**src/rtl/rxto_pkg.sv**
```systemverilog
package rxto_pkg;

    typedef enum logic [1:0] {
        ST_IDLE  = 2'd0,
        ST_ARMED = 2'd1,
        ST_PEND  = 2'd2,
        ST_COUNT = 2'd3
    } tmo_state_e;

    localparam logic [3:0] OP_TMO_ON   = 4'hA;
    localparam logic [3:0] OP_TMO_OFF  = 4'hC;
    localparam logic [3:0] OP_CT_START = 4'h8;
    localparam logic [3:0] OP_CT_STOP  = 4'h9;

endpackage

```
**src/rtl/rxto_cmd_regs.sv**
```systemverilog
module rxto_cmd_regs
    import rxto_pkg::*;
#(
    parameter int NRX = 2
) (
    input  logic           clk,
    input  logic           rst_n,
    input  logic [NRX-1:0] cmd_wr,
    input  logic [3:0]     cmd_op,
    input  logic [NRX-1:0] char_stb,
    output logic [NRX-1:0] mode_en_q,
    output logic [NRX-1:0] mode_en_d,
    output logic           on_any,
    output logic           start_any,
    output logic           stop_any,
    output logic           hit
);

    logic [NRX-1:0] on_vec;
    logic [NRX-1:0] off_vec;

    for (genvar g = 0; g < NRX; g++) begin : g_rx
        assign on_vec[g]    = cmd_wr[g] && (cmd_op == OP_TMO_ON);
        assign off_vec[g]   = cmd_wr[g] && (cmd_op == OP_TMO_OFF);
        assign mode_en_d[g] = on_vec[g] | (mode_en_q[g] & ~off_vec[g]);

        always_ff @(posedge clk or negedge rst_n) begin
            if (!rst_n) begin
                mode_en_q[g] <= 1'b0;
            end else begin
                mode_en_q[g] <= mode_en_d[g];
            end
        end
    end

    assign on_any    = |on_vec;
    assign start_any = (|cmd_wr) && (cmd_op == OP_CT_START);
    assign stop_any  = (|cmd_wr) && (cmd_op == OP_CT_STOP);
    assign hit       = |(char_stb & mode_en_q);

endmodule

```
**src/rtl/rxto_counter.sv**
```systemverilog
module rxto_counter #(
    parameter int CW = 16
) (
    input  logic          clk,
    input  logic          rst_n,
    input  logic          load,
    input  logic          dec,
    input  logic [CW-1:0] reload_val,
    output logic [CW:0]   count,
    output logic          at_one
);

    localparam logic [CW:0] FULL_SPAN = {1'b1, {CW{1'b0}}};

    logic [CW:0] load_val;

    assign load_val = (reload_val == '0) ? FULL_SPAN : {1'b0, reload_val};
    assign at_one   = (count == {{CW{1'b0}}, 1'b1});

    always_ff @(posedge clk or negedge rst_n) begin
        if (!rst_n) begin
            count <= '0;
        end else if (load) begin
            count <= load_val;
        end else if (dec) begin
            count <= count - 1'b1;
        end
    end

endmodule

```
**src/rtl/rxto_fsm.sv**
```systemverilog
module rxto_fsm
    import rxto_pkg::*;
(
    input  logic       clk,
    input  logic       rst_n,
    input  logic       tick,
    input  logic       mode_act,
    input  logic       mode_next,
    input  logic       on_any,
    input  logic       start_any,
    input  logic       stop_any,
    input  logic       hit,
    input  logic       at_one,
    output tmo_state_e st_q,
    output logic       load,
    output logic       dec,
    output logic       rdy_q
);

    tmo_state_e st_d;
    logic       set_rdy;
    logic       clr_rdy;

    always_ff @(posedge clk or negedge rst_n) begin
        if (!rst_n) begin
            st_q <= ST_IDLE;
        end else begin
            st_q <= st_d;
        end
    end

    always_comb begin
        st_d    = st_q;
        load    = 1'b0;
        dec     = 1'b0;
        set_rdy = 1'b0;
        clr_rdy = 1'b0;
        if (on_any) begin
            st_d    = ST_ARMED;
            clr_rdy = 1'b1;
        end else if (mode_act && !mode_next) begin
            st_d = ST_IDLE;
        end else if (mode_act && hit) begin
            st_d    = ST_PEND;
            clr_rdy = 1'b1;
        end else if (!mode_act && stop_any) begin
            st_d    = ST_IDLE;
            clr_rdy = 1'b1;
        end else if (!mode_act && start_any) begin
            st_d = ST_PEND;
        end else if (tick) begin
            unique case (st_q)
                ST_PEND: begin
                    load = 1'b1;
                    st_d = ST_COUNT;
                end
                ST_COUNT: begin
                    dec = 1'b1;
                    if (at_one) begin
                        set_rdy = 1'b1;
                        st_d    = mode_act ? ST_ARMED : ST_IDLE;
                    end
                end
                default: begin
                end
            endcase
        end
    end

    always_ff @(posedge clk or negedge rst_n) begin
        if (!rst_n) begin
            rdy_q <= 1'b0;
        end else if (clr_rdy) begin
            rdy_q <= 1'b0;
        end else if (set_rdy) begin
            rdy_q <= 1'b1;
        end
    end

    AST_RDY_ON_TICK: assert property (@(posedge clk) disable iff (!rst_n)
        $rose(rdy_q) |-> $past(tick));
    AST_HIT_CLEARS: assert property (@(posedge clk) disable iff (!rst_n)
        (mode_act && mode_next && hit && !on_any) |=> !rdy_q);
    AST_ON_ARMS: assert property (@(posedge clk) disable iff (!rst_n)
        on_any |=> (st_q == ST_ARMED && !rdy_q));
    AST_MODE_NOT_IDLE: assert property (@(posedge clk) disable iff (!rst_n)
        mode_act |-> (st_q != ST_IDLE));

endmodule

```
**src/rtl/rx_idle_timeout.sv**
```systemverilog
module rx_idle_timeout
    import rxto_pkg::*;
#(
    parameter int NRX    = 2,
    parameter int BYTE_W = 8
) (
    input  logic                clk,
    input  logic                rst_n,
    input  logic                tick,
    input  logic [NRX-1:0]      char_stb,
    input  logic [NRX-1:0]      cmd_wr,
    input  logic [7:0]          cmd_data,
    input  logic [BYTE_W-1:0]   reload_hi,
    input  logic [BYTE_W-1:0]   reload_lo,
    input  logic                irq_mask,
    output logic                cnt_ready,
    output logic                irq,
    output logic                mode_act,
    output logic [2*BYTE_W:0]   count
);

    localparam int CW = 2 * BYTE_W;

    logic [NRX-1:0] mode_en_q;
    logic [NRX-1:0] mode_en_d;
    logic           on_any;
    logic           start_any;
    logic           stop_any;
    logic           hit;
    logic           load;
    logic           dec;
    logic           at_one;
    logic           rdy_q;
    tmo_state_e     st_q;
    logic           unused_cmd_low;

    assign unused_cmd_low = ^cmd_data[3:0];

    rxto_cmd_regs #(.NRX(NRX)) u_cmd (
        .clk       (clk),
        .rst_n     (rst_n),
        .cmd_wr    (cmd_wr),
        .cmd_op    (cmd_data[7:4]),
        .char_stb  (char_stb),
        .mode_en_q (mode_en_q),
        .mode_en_d (mode_en_d),
        .on_any    (on_any),
        .start_any (start_any),
        .stop_any  (stop_any),
        .hit       (hit)
    );

    rxto_fsm u_fsm (
        .clk       (clk),
        .rst_n     (rst_n),
        .tick      (tick),
        .mode_act  (|mode_en_q),
        .mode_next (|mode_en_d),
        .on_any    (on_any),
        .start_any (start_any),
        .stop_any  (stop_any),
        .hit       (hit),
        .at_one    (at_one),
        .st_q      (st_q),
        .load      (load),
        .dec       (dec),
        .rdy_q     (rdy_q)
    );

    rxto_counter #(.CW(CW)) u_cnt (
        .clk        (clk),
        .rst_n      (rst_n),
        .load       (load),
        .dec        (dec),
        .reload_val ({reload_hi, reload_lo}),
        .count      (count),
        .at_one     (at_one)
    );

    assign cnt_ready = rdy_q;
    assign irq       = rdy_q & irq_mask;
    assign mode_act  = |mode_en_q;

    AST_ARMED_HOLDS: assert property (@(posedge clk) disable iff (!rst_n)
        (st_q == ST_ARMED) |=> $stable(count));
    AST_RDY_AT_ZERO: assert property (@(posedge clk) disable iff (!rst_n)
        $rose(cnt_ready) |-> (count == '0));
    AST_IRQ_NEEDS_MASK: assert property (@(posedge clk) disable iff (!rst_n)
        $rose(irq) |-> (irq_mask && cnt_ready));

endmodule

```
**config.mk**
```make
export PLATFORM = sky130hd
export DESIGN_NAME = rx_idle_timeout
export DESIGN_NICKNAME = d
export VERILOG_FILES = /design/src/rtl/rxto_pkg.sv /design/src/rtl/rxto_cmd_regs.sv /design/src/rtl/rxto_counter.sv /design/src/rtl/rxto_fsm.sv /design/src/rtl/rx_idle_timeout.sv
export SDC_FILE = /design/constraint.sdc
export NUM_CORES = 1
export LEC_CHECK = 0
export BUFFER_PORTS_ARGS = -buffer_cell sky130_fd_sc_hd__buf_4
export CAP_MARGIN = 20
export CELL_PAD_IN_SITES_DETAIL_PLACEMENT = 0
export CELL_PAD_IN_SITES_GLOBAL_PLACEMENT = 1
export CORE_MARGIN = 2
export CORE_UTILIZATION = 39
export CTS_BUF_LIST = sky130_fd_sc_hd__clkbuf_16
export CTS_CLUSTER_SIZE = 28
export DETAILED_ROUTE_END_ITERATION = 10
export PLACE_DENSITY = 0.86
export SLEW_MARGIN = 30
export SYNTH_ARGS = -nofsm -noshare
export SYNTH_HDL_FRONTEND = slang
export SYNTH_SLANG_ARGS = --single-unit
```
**constraint.sdc**
```tcl
create_clock -name clk -period 5.6 [get_ports clk]
set_input_delay 0 -clock clk [delete_from_list [all_inputs] [get_ports clk]]
set_output_delay 0 -clock clk [all_outputs]
set_load 0.05 [all_outputs]
```
==> summary.md <==
| Metric | Value |
|---|---|
| Hold Vio Cnt, Final | `0` |
| Via count | `1626` |
| Post-CTS sizing | `0` |
| Mean Syn Cell Area | `8.25 um2` |
| Setup TNS | `0 ns` |
| RR Startpoint | `u_cmd.mode_en_q[1]` |
| Boundary Pins | `52` |
| First-pass GRT wire length | `6560 um` |
| Total track usage | `0.192` |
| Setup violators final | `0` |
| Worst Hold Class | `in -> reg` |
| Die Y | `66.9 um` |
| Detail Route Antenna Nets | `0` |
| Seq/Total Area, Yosys | `0.357` |
| Largest net degree at the start of global routing | `48` |
| Layout area overhead | `33.0%` |
| Status | `completed` |
| Final core utilization | `0.548` |
| Overall power | `1.08 mW` |
| Port buffer count | `47` |
| 1st-iter DRT viols | `132` |
| Post-Layout Cell Count | `283` |
| Top_reg_cell synth | `dfrtp_1` |
| CP required | `5.73 ns` |
| Clock Skew | `0.00932 ns` |
| Worst skew pair latency | `0.26 ns` |
| Netlist Area Pre-Place | `1540 um2` |
| CP Data Arrival Time | `2.32 ns` |
| R2r endpoint | `u_cnt.count[9]` |
| Crit. End Element | `register` |
| WL/cell | `14.3 um` |
| Cells after DPL | `275` |
| Rel. slew slack | `0.505` |
| Worst reg2reg path depth | `5` |
| Grt ovf | `0` |
| Post-route cell area | `2050 um2` |
| Hpwl dp | `2930 um` |
| Dpl cell area | `1930 um2` |
| Die width | `66.9 um` |
| DRT Pass-1 Iters | `4` |
| Crit path launch type | `register` |
| Routed WL | `4050 um` |
| Num CTS Buffers | `3` |
| # diodes | `0` |
| Vias per cell | `5.75` |
| Initial antenna violation count | `0` |
| CTS max path bufs | `2` |
| Core area | `3740 um2` |
| CP startpoint | `u_cmd.mode_en_q[1]` |
| Most common cell after layout, fill and taps aside | `buf_4` |
| Area of the die | `4470 um2` |
| Clock-pin slew on the worst setup and hold paths | `0.06 ns` |
| Vias in the first global route | `1418` |
| Asr flop ratio synth | `1.00` |
| Site Rows | `22` |
| Critical path class | `reg -> reg` |
| Syn Nets | `221` |
| Worst-margin pin slew | `0.740 ns` |
| Slew Viols, Final | `0` |
| Most frequent cells in the layout | `buf_4, nand2_1, dfrtp_1` |
| Total clock sinks | `22` |
| Leak | `0.857 nW` |
| Final WS setup | `3.41 ns` |
| Min Hold Slack | `0.00450 ns` |
| Power per cell area | `527 nW/um2` |
| DR DRC count | `0` |
| Max Cap Viol | `0` |
| Fmax | `457 MHz` |
| H-tree levels | `1` |
| Place WS | `3.43 ns` |
| TritonCTS clock tree | `yes` |
| Yosys cell types | `47` |
| Peak VDD IR | `0.315 mV` |
| Final worst path period share | `0.391` |
| RSZ-0062 raised after global routing | `no` |
| Clock root buffer | `clkbuf_16` |
| Share of cells above drive strength 1 | `0.251` |
| Starting Density | `0.412` |
| Tmin final | `2.19 ns` |
| Worst setup path endpoint | `u_cnt.count[9]` |
| FF+latch count, synth | `22` |
| Ys Warns | `0` |
| Post-synth EDFFs | `0` |
| Gpl congestion | `0.804` |
| Final nets | `270` |
| Cells after Synth | `187` |
| Slack of the worst reg-to-reg path | `3.41 ns` |
| Crit-path max FO | `14` |
[registers in the layout, indices dropped and copies added (netlist names)]
register	count
u_cmd.mode_en_q	2
u_cnt.count	17
u_fsm.rdy_q	1
u_fsm.st_q	2
[synthesized netlist by cell type (2+ instances only)]
cell | number | share of area
a22oi_1 | 3 | 0.015
or3_1 | 5 | 0.020
o211ai_1 | 4 | 0.019
clkbuf_1 | 6 | 0.015
and2_1 | 2 | 0.0081
o21ai_0 | 6 | 0.019
nor3_1 | 8 | 0.026
nor2b_1 | 3 | 0.012
nand3_1 | 15 | 0.049
nand4b_1 | 4 | 0.023
dfrtp_1 | 22 | 0.36
nand4_1 | 2 | 0.0081
and2b_1 | 2 | 0.0097
a2bb2oi_1 | 5 | 0.028
nor4_1 | 6 | 0.024
ha_1 | 2 | 0.016
o21ai_1 | 2 | 0.0065
nor2_1 | 7 | 0.017
nand3b_1 | 2 | 0.0097
nor3b_1 | 3 | 0.015
buf_2 | 2 | 0.0065
or4b_1 | 2 | 0.013
or4_1 | 2 | 0.0097
a21oi_1 | 15 | 0.049
inv_1 | 8 | 0.019
a31oi_1 | 5 | 0.020
nand2_1 | 22 | 0.054
o22ai_1 | 3 | 0.012
[cell type report]
type / count / area, um2
clock buffer: 3 / 75.1
clock inverter: 1 / 3.75
fill: 377 / 1690
inverter: 8 / 30.0
multi-input combinational: 148 / 925
sequential: 22 / 551
tap: 48 / 60.1
timing repair buffer: 53 / 408
[layer usage]
metal  track usage  up-vias  wire length [um]
met2         0.306       47              1790
met1         0.277      762              2020
li1              -      815                 -
met5             0        -                 0
met3        0.0270        2               226
met4        0.0383        0                17
[worst max-delay path, stage by stage (launching register included)]
cell,delay (ns)
dfrtp_1,0.44
nor2_1,0.29
nor4_2,0.15
or4_1,0.80
a22oi_1,0.28
o211ai_1,0.11
[what timing repair did]
action	CTS	global route
hold buffers	4	0
buffers inserted	0	0
hold endpoints to repair	25	0
setup endpoints to repair	0	0
[worst min-delay path by stage]
| stage | startpoint | to | cells past startpoint |
|---|---|---|---|
| 6_report | cmd_data[5] | u_cmd.mode_en_q[0] | 3 |
| 5_1_grt | reload_hi[2] | u_cnt.count[10] | 3 |
| 4_1_cts | cmd_data[5] | u_cmd.mode_en_q[0] | 3 |
| 3_5_place_dp | rst_n | u_cnt.count[5] | 1 |
| 2_1_floorplan | rst_n | u_cmd.mode_en_q[0] | 0 |
| 3_3_place_gp | rst_n | u_cnt.count[5] | 1 |
[cells by family after synthesis]
| logic type | count (synthesis) | share of synthesized area |
|---|---|---|
| DFF | 22 | 0.357 |
| AOI/OAI and AO/OA | 55 | 0.240 |
| buffers and inverters | 17 | 0.0479 |
| adders and majority gates | 2 | 0.0162 |
| and+or+nand+nor | 91 | 0.339 |
[where the power goes]
group          internal (mW)  leakage (nW)  switching [mW]
Clock                 0.0953        0.0385          0.0577
Sequential             0.225         0.248          0.0964
Combinational          0.207         0.570           0.399
Total                  0.528         0.857           0.553
Note: power is estimated with default switching activity, not from simulation.
